[config.mk]
export PLATFORM = sky130hd
export DESIGN_NAME = serial_frame_tx
export DESIGN_NICKNAME = d
export VERILOG_FILES = /design/src/rtl/sft_pkg.sv /design/src/rtl/sft_rst_sync.sv /design/src/rtl/sft_parity.sv /design/src/rtl/sft_bit_timer.sv /design/src/rtl/sft_tx_fsm.sv /design/src/rtl/serial_frame_tx.sv
export SDC_FILE = /design/constraint.sdc
export NUM_CORES = 1
export LEC_CHECK = 0
export BUFFER_PORTS_ARGS = -buffer_cell sky130_fd_sc_hd__buf_2
export CELL_PAD_IN_SITES_DETAIL_PLACEMENT = 2
export CELL_PAD_IN_SITES_GLOBAL_PLACEMENT = 2
export CORE_MARGIN = 5
export CORE_UTILIZATION = 39
export DETAILED_ROUTE_END_ITERATION = 12
export HOLD_SLACK_MARGIN = 0.15
export MAX_ROUTING_LAYER = met4
export PLACE_DENSITY_LB_ADDON = 0.15
export SLEW_MARGIN = 10
export SYNTH_ARGS = -nofsm -noshare
export SYNTH_HDL_FRONTEND = slang
export SYNTH_HIERARCHICAL = 1
export SYNTH_SLANG_ARGS = --single-unit
[constraint.sdc]
create_clock -name clk -period 1.4 [get_ports clk]
set_input_delay 0.07 -clock clk [delete_from_list [all_inputs] [get_ports clk]]
set_output_delay 0.07 -clock clk [all_outputs]
set_load 0.02 [all_outputs]
[src/rtl/sft_pkg.sv]
package sft_pkg;
  parameter int unsigned SFT_MAX_W = 8;

  typedef enum logic [2:0] {
    PH_IDLE,
    PH_START,
    PH_DATA,
    PH_PAR,
    PH_STOP
  } sft_phase_e;

  typedef struct packed {
    logic [1:0] len;
    logic       two_stop;
    logic       par_en;
    logic       par_even;
    logic       par_stick;
  } sft_fmt_t;
endpackage

[src/rtl/sft_rst_sync.sv]
module sft_rst_sync #(
  parameter int STAGES = 2
) (
  input  logic clk,
  input  logic rst_n,
  output logic rst_q_n
);
  logic [STAGES-1:0] sync_q;

  always_ff @(posedge clk or negedge rst_n) begin
    if (!rst_n) sync_q <= '0;
    else        sync_q <= {sync_q[STAGES-2:0], 1'b1};
  end

  assign rst_q_n = sync_q[STAGES-1];
endmodule

[src/rtl/sft_parity.sv]
module sft_parity #(
  parameter int W = sft_pkg::SFT_MAX_W
) (
  input  logic [W-1:0]     data,
  input  sft_pkg::sft_fmt_t fmt,
  output logic             par_bit
);
  localparam int MIN_W = W - 3;

  logic [W-1:0] masked;

  for (genvar i = 0; i < W; i++) begin : g_mask
    assign masked[i] = data[i] & (i < MIN_W + int'(fmt.len));
  end

  logic ones_odd;
  assign ones_odd = ^masked;

  always_comb begin
    if (fmt.par_stick) par_bit = ~fmt.par_even;
    else if (fmt.par_even) par_bit = ones_odd;
    else par_bit = ~ones_odd;
  end
endmodule

[src/rtl/sft_bit_timer.sv]
module sft_bit_timer #(
  parameter int OVS = 16
) (
  input  logic clk,
  input  logic rst_q_n,
  input  logic tick,
  input  logic restart,
  input  logic half,
  output logic seg_end
);
  localparam int CW = $clog2(OVS);
  localparam logic [CW-1:0] FULL_LIM = CW'(OVS - 1);
  localparam logic [CW-1:0] HALF_LIM = CW'(OVS / 2 - 1);

  logic [CW-1:0] cnt_q, cnt_d;

  assign seg_end = tick && (cnt_q == (half ? HALF_LIM : FULL_LIM));

  always_comb begin
    cnt_d = cnt_q;
    if (restart)      cnt_d = '0;
    else if (seg_end) cnt_d = '0;
    else if (tick)    cnt_d = cnt_q + 1'b1;
  end

  always_ff @(posedge clk or negedge rst_q_n) begin
    if (!rst_q_n) cnt_q <= '0;
    else          cnt_q <= cnt_d;
  end
endmodule

[src/rtl/sft_tx_fsm.sv]
module sft_tx_fsm
  import sft_pkg::*;
#(
  parameter int W   = SFT_MAX_W,
  parameter int OVS = 16
) (
  input  logic         clk,
  input  logic         rst_q_n,
  input  logic         tick,
  input  logic         brk,
  input  logic         accept,
  input  logic [W-1:0] data_in,
  input  sft_fmt_t     fmt_in,
  input  logic         par_in,
  output logic         line,
  output logic         busy
);
  localparam int MIN_W = W - 3;
  localparam int BCW   = $clog2(W);

  sft_phase_e     phase_q, phase_d;
  logic [W-1:0]   shreg_q, shreg_d;
  logic [BCW-1:0] bits_q, bits_d;
  logic [2:0]     halves_q, halves_d;
  sft_fmt_t       fmt_q, fmt_d;
  logic           par_q, par_d;
  logic           line_q, line_d;
  logic           seg_end;
  logic           level;

  sft_bit_timer #(.OVS(OVS)) u_timer (
    .clk     (clk),
    .rst_q_n (rst_q_n),
    .tick    (tick),
    .restart (accept),
    .half    (phase_q == PH_STOP),
    .seg_end (seg_end)
  );

  always_comb begin
    phase_d  = phase_q;
    shreg_d  = shreg_q;
    bits_d   = bits_q;
    halves_d = halves_q;
    fmt_d    = fmt_q;
    par_d    = par_q;
    unique case (phase_q)
      PH_IDLE: begin
        if (accept) begin
          phase_d = PH_START;
          shreg_d = data_in;
          fmt_d   = fmt_in;
          par_d   = par_in;
          bits_d  = BCW'(MIN_W - 1) + BCW'(fmt_in.len);
        end
      end
      PH_START: begin
        if (seg_end) phase_d = PH_DATA;
      end
      PH_DATA: begin
        if (seg_end) begin
          if (bits_q == '0) begin
            if (fmt_q.par_en) phase_d = PH_PAR;
            else              phase_d = PH_STOP;
          end else begin
            shreg_d = shreg_q >> 1;
            bits_d  = bits_q - 1'b1;
          end
        end
      end
      PH_PAR: begin
        if (seg_end) phase_d = PH_STOP;
      end
      PH_STOP: begin
        if (seg_end) begin
          if (halves_q == 3'd1) phase_d = PH_IDLE;
          else                  halves_d = halves_q - 1'b1;
        end
      end
      default: phase_d = PH_IDLE;
    endcase
    // stop length in half bits, loaded whenever the stop phase is entered
    if (phase_q != PH_STOP && phase_d == PH_STOP) begin
      if (!fmt_q.two_stop)        halves_d = 3'd2;
      else if (fmt_q.len == 2'd0) halves_d = 3'd3;
      else                        halves_d = 3'd4;
    end
  end

  always_comb begin
    unique case (phase_d)
      PH_START: level = 1'b0;
      PH_DATA:  level = shreg_d[0];
      PH_PAR:   level = par_d;
      default:  level = 1'b1;
    endcase
    line_d = brk ? 1'b0 : level;
  end

  always_ff @(posedge clk or negedge rst_q_n) begin
    if (!rst_q_n) begin
      phase_q  <= PH_IDLE;
      shreg_q  <= '0;
      bits_q   <= '0;
      halves_q <= '0;
      fmt_q    <= '0;
      par_q    <= 1'b0;
      line_q   <= 1'b1;
    end else begin
      phase_q  <= phase_d;
      shreg_q  <= shreg_d;
      bits_q   <= bits_d;
      halves_q <= halves_d;
      fmt_q    <= fmt_d;
      par_q    <= par_d;
      line_q   <= line_d;
    end
  end

  assign line = line_q;
  assign busy = (phase_q != PH_IDLE);
endmodule

[src/rtl/serial_frame_tx.sv]
module serial_frame_tx
  import sft_pkg::*;
#(
  parameter int W          = SFT_MAX_W,
  parameter int OVS        = 16,
  parameter int SYNC_STAGES = 2
) (
  input  logic         clk,
  input  logic         rst_n,
  input  logic         tick_16x,
  input  logic [1:0]   fmt_len,
  input  logic         fmt_two_stop,
  input  logic         fmt_par_en,
  input  logic         fmt_par_even,
  input  logic         fmt_par_stick,
  input  logic         fmt_break,
  input  logic         in_valid,
  input  logic [W-1:0] in_data,
  output logic         in_ready,
  output logic         tx_line,
  output logic         tx_busy
);
  logic     rst_q_n;
  logic     accept;
  logic     par_bit;
  sft_fmt_t fmt_now;

  sft_rst_sync #(.STAGES(SYNC_STAGES)) u_rst (
    .clk     (clk),
    .rst_n   (rst_n),
    .rst_q_n (rst_q_n)
  );

  assign fmt_now = '{len: fmt_len, two_stop: fmt_two_stop, par_en: fmt_par_en,
                     par_even: fmt_par_even, par_stick: fmt_par_stick};

  sft_parity #(.W(W)) u_par (
    .data    (in_data),
    .fmt     (fmt_now),
    .par_bit (par_bit)
  );

  assign in_ready = ~tx_busy;
  assign accept   = in_valid & in_ready;

  sft_tx_fsm #(.W(W), .OVS(OVS)) u_fsm (
    .clk     (clk),
    .rst_q_n (rst_q_n),
    .tick    (tick_16x),
    .brk     (fmt_break),
    .accept  (accept),
    .data_in (in_data),
    .fmt_in  (fmt_now),
    .par_in  (par_bit),
    .line    (tx_line),
    .busy    (tx_busy)
  );
endmodule

==> metrics.yaml, run 1 <==
outcome:
  stop_stage: "4_1_cts"
  error: "[ERROR DPL-0033] detailed placement checks failed during check placement."
  status: "aborted with a tool error"
synthesis:
  yosys_warnings: 6
  ys_types: 50
  synthArstFlopShare: 1.00
  synth_ff_type: "dfrtp_1"
  syn-num-nets: 186
  syn-cell-area_sq_mm: 0.00167
  synthMostInstantiatedCell: "dfrtp_1"
  synth_cells: 162
  ys_seq_area_frac: 0.435
  synth_edf_count: 0
  ys_top_cells_by_area: "dfrtp_1 42%, a221o_1 4.2%, nand2_1 4.0%, ha_1 3.7%, mux2i_1 3.0%"
  synth_commonest_cells: "28 x dfrtp_1, 18 x nand2_1, 12 x inv_1"
  synth.top_cell.area_share: 0.419
  synth.ff_latch_count: 29
  avgSynthCellArea_sq_um: 10.3
  synth_area_leader_cell: "dfrtp_1"
die:
  start_util: 0.409
  num_rows: 23
  die_h_um: 75.5
  ios: 22
  die_x_um: 75.5
clock_network:
  numCtsBuffers: 5
  cts-resized-gates: 45
  postCtsSetupBuffers: 18
  holdBufCountCts: 6
  clockRootBuffer: "clkbuf_8"
  cts.sink_count: 29
  cts_htree_levels: 2
  cts_buffer_depth: 2
place:
  post_dp_cell_area_sq_mm: 0.00215
  io_buffers: 21
  place_inst: 265
  gp_congestion: 0.758
  hpwl_um: 4410
## cells by family after synthesis
group | Yosys count | synth area share
AND/OR/NAND/NOR | 65 | 0.231
flip-flops | 29 | 0.435
AO/OA/AOI/OAI | 28 | 0.145
buffers and inverters | 18 | 0.0464
XOR/XNOR | 9 | 0.0599
multiplexers | 7 | 0.0434
adder cells (fa/ha/maj) | 5 | 0.0374
other | 1 | 0.00224
## per-stage QoR
step	setup WS [ps]	utilization	hold WS [ps]	TNS, ps
after floorplan	-648	-	-226	-11210
after global placement	-591	0.525	-147	-10720
after detailed placement	-882	0.525	-143	-14170
==> run 2: changes to the inputs <==
--- a/config.mk
+++ b/config.mk
@@ -6,13 +6,9 @@
 export NUM_CORES = 1
 export LEC_CHECK = 0
 export BUFFER_PORTS_ARGS = -buffer_cell sky130_fd_sc_hd__buf_2
-export CELL_PAD_IN_SITES_DETAIL_PLACEMENT = 2
-export CELL_PAD_IN_SITES_GLOBAL_PLACEMENT = 2
 export CORE_MARGIN = 5
-export CORE_UTILIZATION = 39
+export CORE_UTILIZATION = 40
 export DETAILED_ROUTE_END_ITERATION = 12
-export HOLD_SLACK_MARGIN = 0.15
-export MAX_ROUTING_LAYER = met4
 export PLACE_DENSITY_LB_ADDON = 0.15
 export SLEW_MARGIN = 10
 export SYNTH_ARGS = -nofsm -noshare
==> metrics.yaml, run 2 <==
flow_run:
  drv_cap: 0
timing:
  setup_viol: 26
  hold_viol_final: 0
  min_period_over_period: 1.40
  max_clock_freq_ghz: 0.511
  rsz0062_at_grt: "yes"
  min_period_ps: 1960
  fin_worst_hold_slack_ps: 109
  clock_skew_ps: 6.92
  setup_slack_ps: -557
  finalMaxSlewViolations: 0
setup_path:
  critPathRequiredTime_ps: 1560
  crit_family: "simple AND/OR/NAND/NOR gates"
  crit_type: "reg -> reg"
  critPathCaptureType: "flip-flop"
  path_buf_inv: 0
  critPathMaxFanout: 7
  cp.arrival_ps: 2110
  worstPathCellList: "nor3b_4, xnor2_2, nor2_2, and2_4, a31oi_4, nand2b_4, mux2_4"
  slowest_delay_ps: 410
  cp-start-kind: "flip-flop"
  reg2reg_slack_ps: -560
  critPathSlowestCell: "dfrtp_1"
synthesis:
  ys_types: 50  # unchanged
  ys_top_cells_by_area: "dfrtp_1 42%, a221o_1 4.2%, nand2_1 4.0%, ha_1 3.7%, mux2i_1 3.0%"
  synth_ff_type: "dfrtp_1"
  avgSynthCellArea_sq_um: 10.3  # unchanged
  synth.top_cell.area_share: 0.419  # unchanged
  syn-num-nets: 186  # unchanged
  synth_cells: 162  # unchanged
  synth_area_leader_cell: "dfrtp_1"
  syn-cell-area_sq_mm: 0.00167  # unchanged
  synthMostInstantiatedCell: "dfrtp_1"
  synth_commonest_cells: "28 x dfrtp_1, 18 x nand2_1, 12 x inv_1"
  synth.ff_latch_count: 29  # unchanged
  ys_seq_area_frac: 0.435  # unchanged
  synthArstFlopShare: 1.00  # unchanged
  synth_edf_count: 0  # unchanged
  yosys_warnings: 6  # unchanged
clock_network:
  clockRootBuffer: "clkbuf_8"
  clk_pin_slew_worst_paths_ps: 60
  numCtsBuffers: 5  # unchanged
  cts_buffer_depth: 2  # unchanged
  cts_htree_levels: 2  # unchanged
  clkLatencyLatePin_ps: 280
  cts_tree: "built"
  cts.sink_count: 29  # unchanged
cells_and_area:
  drive_above_1_share: 0.458
  finalNetCount: 259
  largest_register: "u_fsm/shreg_q"
  final_common_cell: "buf_4"
  antenna_cells: 0
  finalInstanceArea_sq_mm: 0.00246
  area_delta_synth_final_pct: 47.0
  top_regs: "u_fsm/shreg_q x8, u_fsm/fmt_q x4, u_fsm/u_timer/cnt_q x4"
  largest_register_ffs: 8
  post-route-util: 0.610
  final_cell_mix: "44 x buf_4, 27 x dfrtp_1, 20 x buf_2"
global_routing:
  antenna_found_initial: 0
  track_usage: 0.162
  grt_pass1_wl_um: 6830
  grt_max_degree: 28
  grt_overflow_total: 0
  grt_pass1_vias: 1481
power_and_ir_drop:
  power_density_mw_per_mm2: 1800
  p_leak_nw: 1.19
  ir_worst_vdd_uv: 831
detailed_routing:
  dr.pass1.iters: 4
  drtAntennaViolNets: 0
  drt-initial-drc-count: 59
  dr_total_vias: 1444
  drc: 0
  vias_per_cell: 5.05
  drt-wirelength-per-cell_um: 13.9
  finalWirelength_um: 3990
die:
  dieArea_sq_mm: 0.00557
  die_x_um: 74.6  # -1.1%
  die_h_um: 74.6  # -1.1%
  core_sq_mm: 0.00403
  ios: 22  # unchanged
  num_rows: 23  # unchanged
  start_util: 0.415  # +0.00584
hold_path:
  hold_path.class: "in -> async"
place:
  gp_congestion: 0.868  # +15%
  pre_cts_ws_ps: -682  # +200 ps
  hpwl_um: 2820  # -36%
  post_dp_cell_area_sq_mm: 0.00213  # -0.70%
  io_buffers: 21  # unchanged
outcome:
  violations: "negative setup slack"
  status: "finished, violations left"
## run 2: repair_timing
item	4_1_cts	5_1_grt
cloned	1	0
hold buffers	4	0
buffers inserted	4	6
endpoints found under the hold margin	5	0
endpoints found under the setup margin	26	26
pin swaps	5	8
resized for setup	22	4
## run 2: cell type report
cell class | count | area (sq um)
clock buffer | 6 | 72.6
clock inverter | 2 | 10.0
fill | 354 | 1570
inverter | 12 | 45.0
multi-input combinational | 116 | 1030
sequential | 29 | 728
tap | 50 | 62.6
timing repair buffer | 71 | 504
## run 2: through the flow
| step | instances | total power [mW] | setup TNS, ps |
|---|---|---|---|
| floorplan | 162 | 2.64 | -11210 |
| global placement | 263 | 3.36 | -11100 |
| detailed placement | 263 | 3.45 | -12300 |
| CTS | 280 | 4.34 | -10040 |
| global route | 286 | 4.77 | -13380 |
| finish | 286 | 4.43 | -10850 |
## run 2: where the power goes
part | switching [mW] | internal [mW] | leakage (nW)
sequential | 0.219 | 1.21 | 0.347
combinational | 1.12 | 1.22 | 0.802
clock | 0.308 | 0.343 | 0.0450
## run 2: worst paths after layout
path	start	end	cells past startpoint
max in group asynchronous	u_rst/sync_q[1]$_DFF_PN0_	u_fsm/line$_DFF_PN1_	1
setup reg to reg	u_fsm/phase_q[1]$_DFF_PN0_	u_fsm/bits_q[1]$_DFFE_PN0P_	7
setup / recovery	u_fsm/phase_q[1]$_DFF_PN0_	u_fsm/bits_q[1]$_DFFE_PN0P_	7
hold / removal	rst_n	u_rst/sync_q[1]$_DFF_PN0_	2
min in group clk	in_data[2]	u_fsm/shreg_q[2]$_DFFE_PN0P_	3
hold reg to reg	u_rst/sync_q[1]$_DFF_PN0_	u_fsm/u_timer/cnt_q[2]$_DFFE_PN0P_	1
## run 2: cells by family after synthesis
kind of cell    synth area share
simple gates               0.231
flops                      0.435
compound gates             0.145
buf+inv                   0.0464
xor+xnor                  0.0599
mux                       0.0434
fa+ha+maj                 0.0374
other cells              0.00224
## run 2: layer usage
metal	wire (um)	global-route usage	vias to the layer above	share of wire
met5	0	0	-	0
met3	148	0.0401	8	0.037
met4	61	0.0692	0	0.015
met2	1990	0.264	30	0.50
met1	1790	0.205	692	0.45
li1	-	-	714	-
Power figures use the tool's default switching activity.
==> run 3: changes to the inputs <==
--- a/config.mk
+++ b/config.mk
@@ -8,6 +8,7 @@
 export BUFFER_PORTS_ARGS = -buffer_cell sky130_fd_sc_hd__buf_2
 export CORE_MARGIN = 5
 export CORE_UTILIZATION = 40
+export CTS_BUF_LIST = sky130_fd_sc_hd__clkbuf_8
 export DETAILED_ROUTE_END_ITERATION = 12
 export PLACE_DENSITY_LB_ADDON = 0.15
 export SLEW_MARGIN = 10
==> metrics.yaml, run 3 (synthesis results as in run 2) <==
global_routing:
  grt_overflow_total: 0  # unchanged
  grt_pass1_wl_um: 6830  # unchanged
  grt_pass1_vias: 1481  # unchanged
  antenna_found_initial: 0  # unchanged
  track_usage: 0.162  # unchanged
  grt_max_degree: 28  # unchanged
detailed_routing:
  drtAntennaViolNets: 0  # unchanged
  wl_met1_um: 1790  # unchanged
  wl_met2_um: 1990  # unchanged
  dr_total_vias: 1444  # unchanged
  drt-initial-drc-count: 59  # unchanged
  topRoutingLayerUsed: "met4"
  vias_per_cell: 5.05  # unchanged
  routed-wl-met3_um: 148  # unchanged
  drc: 0  # unchanged
  finalWirelength_um: 3990  # unchanged
  dr.pass1.iters: 4  # unchanged
  drt-wirelength-per-cell_um: 13.9  # unchanged
cells_and_area:
  final_cell_mix: "44 x buf_4, 27 x dfrtp_1, 20 x buf_2"
  top_regs: "u_fsm/shreg_q x8, u_fsm/fmt_q x4, u_fsm/u_timer/cnt_q x4"
  largest_register: "u_fsm/shreg_q"
  antenna_cells: 0  # unchanged
  stdcell_count: 286  # unchanged
  post-route-util: 0.610  # unchanged
  drive_above_1_share: 0.458  # unchanged
  finalNetCount: 259  # unchanged
  largest_register_ffs: 8  # unchanged
  final_common_cell: "buf_4"
  area_delta_synth_final_pct: 47.0  # unchanged
hold_path:
  hold_path.class: "in -> async"
die:
  ios: 22  # unchanged
  die_h_um: 74.6  # unchanged
  dieArea_sq_mm: 0.00557  # unchanged
  start_util: 0.415  # unchanged
  die_x_um: 74.6  # unchanged
  num_rows: 23  # unchanged
  core_sq_mm: 0.00403  # unchanged
setup_path:
  path_buf_inv: 0  # unchanged
  critPathMaxFanout: 7  # unchanged
  cp.arrival_ps: 2110  # about the same
  timing.rr.start: "u_fsm/phase_q[1]$_DFF_PN0_"
  r2r-end: "u_fsm/bits_q[1]$_DFFE_PN0P_"
  slowest_delay_ps: 410  # about the same
  critPathSlowestCell: "dfrtp_1"
  reg2reg_slack_ps: -560  # about the same
  crit_type: "reg -> reg"
  critPathCaptureType: "flip-flop"
  crit_family: "simple AND/OR/NAND/NOR gates"
  worstPathCellList: "nor3b_4, xnor2_2, nor2_2, and2_4, a31oi_4, nand2b_4, mux2_4"
  critPathRequiredTime_ps: 1560  # about the same
  reg2reg_depth: 7  # unchanged
  cp-start-kind: "flip-flop"
power_and_ir_drop:
  p_sw_frac: 0.373  # +0.000692
  power_frac_seq: 0.323  # about the same
  ir_worst_vdd_uv: 832  # about the same
  p_int_mw: 2.77  # -0.27%
  p_leak_nw: 1.20  # +0.35%
  pwr-share-comb: 0.531  # about the same
  clkPwrFrac: 0.146  # about the same
  power_density_mw_per_mm2: 1800  # -0.16%
  p_sw_mw: 1.65  # about the same
outcome:
  status: "finished, violations left"
  violations: "negative setup slack"
place:
  gp_congestion: 0.868  # unchanged
  io_buffers: 21  # unchanged
  place_inst: 263  # unchanged
  hpwl_um: 2820  # unchanged
timing:
  setup_slack_ps: -556  # +0.323 ps
  min_period_over_period: 1.40  # about the same
  clock_skew_ps: 6.67  # -0.249 ps
  fin_tns_setup_ps: -10850  # +1.60 ps
  fin_worst_hold_slack_ps: 108  # -0.335 ps
  hold_viol_final: 0  # unchanged
  rsz0062_at_grt: "yes"
  min_period_ps: 1960  # -0.323 ps
  max_clock_freq_ghz: 0.511  # about the same
  finalMaxSlewViolations: 0  # unchanged
  setup_viol: 26  # unchanged
clock_network:
  clk_pin_slew_worst_paths_ps: 60  # about the same
  numCtsBuffers: 5  # unchanged
  cts.sink_count: 29  # unchanged
  clockRootBuffer: "clkbuf_8"
  clkLatencyLatePin_ps: 280  # about the same
  cts_buffer_depth: 2  # unchanged
  cts_htree_levels: 2  # unchanged
  cts_tree: "built"
flow_run:
  drv_cap: 0  # unchanged
## run 3: cell count changes in the layout (fill, tap and decap cells not counted), sizes merged
cell,before,now
clkbuf,6,5
inv,12,13
## run 3: power groups by stage
stage	clock (mW)	combinational, mW	sequential [mW]
2_1_floorplan	0	1.19	1.45
3_3_place_gp	0	1.94	1.42
3_5_place_dp	0	2.01	1.44
4_1_cts	0.670	2.23	1.43
5_1_grt	0.715	2.58	1.47
6_report	0.644	2.35	1.43
## run 3: area by class of cell
type,instances,area (sq um)
Clock buffer,5,68.8
Clock inverter,3,13.8
Fill cell,354,1570
Inverter,12,45.0
Multi-Input combinational cell,116,1030
Sequential cell,29,728
Tap cell,50,62.6
Timing Repair Buffer,71,504
## run 3: how the worst max path moves through the flow
stage | to | slack [ps] | depth (start not counted) | from
6_report | u_fsm/bits_q[1]$_DFFE_PN0P_ | -560 | 7 | u_fsm/phase_q[1]$_DFF_PN0_
5_1_grt | u_fsm/line$_DFF_PN1_ | -640 | 8 | u_fsm/phase_q[1]$_DFF_PN0_
4_1_cts | u_fsm/bits_q[1]$_DFFE_PN0P_ | -520 | 7 | u_fsm/phase_q[0]$_DFF_PN0_
3_5_place_dp | u_fsm/line$_DFF_PN1_ | -680 | 8 | u_fsm/phase_q[1]$_DFF_PN0_
3_3_place_gp | u_fsm/line$_DFF_PN1_ | -610 | 8 | u_fsm/phase_q[1]$_DFF_PN0_
2_1_floorplan | u_fsm/bits_q[1]$_DFFE_PN0P_ | -650 | 10 | u_fsm/phase_q[1]$_DFF_PN0_
## run 3: repair_timing
action                                 CTS  global route
endpoints found under the hold margin    5             0
cloned                                   1             0
buffers inserted                         4             6
pin swaps                                5             8
resized for setup                       22             4
setup endpoints to repair               26            26
hold buffers                             4             0
## run 3: per-layer routing
layer | track usage | vias to the layer above
met5 | 0 | -
met4 | 0.0692 | 0
met3 | 0.0401 | 8
met2 | 0.264 | 30
met1 | 0.205 | 692
li1 | - | 714
## run 3: per-stage QoR
| step | instance area (sq um) | setup slack [ps] | total power, mW |
|---|---|---|---|
| after CTS | 2400 | -515 | 4.33 |
| after global routing | 2460 | -645 | 4.76 |
| after global placement | 2130 | -608 | 3.36 |
| after detailed placement | 2130 | -682 | 3.45 |
| after floorplan | 1750 | -648 | 2.64 |
| final | 2460 | -556 | 4.42 |
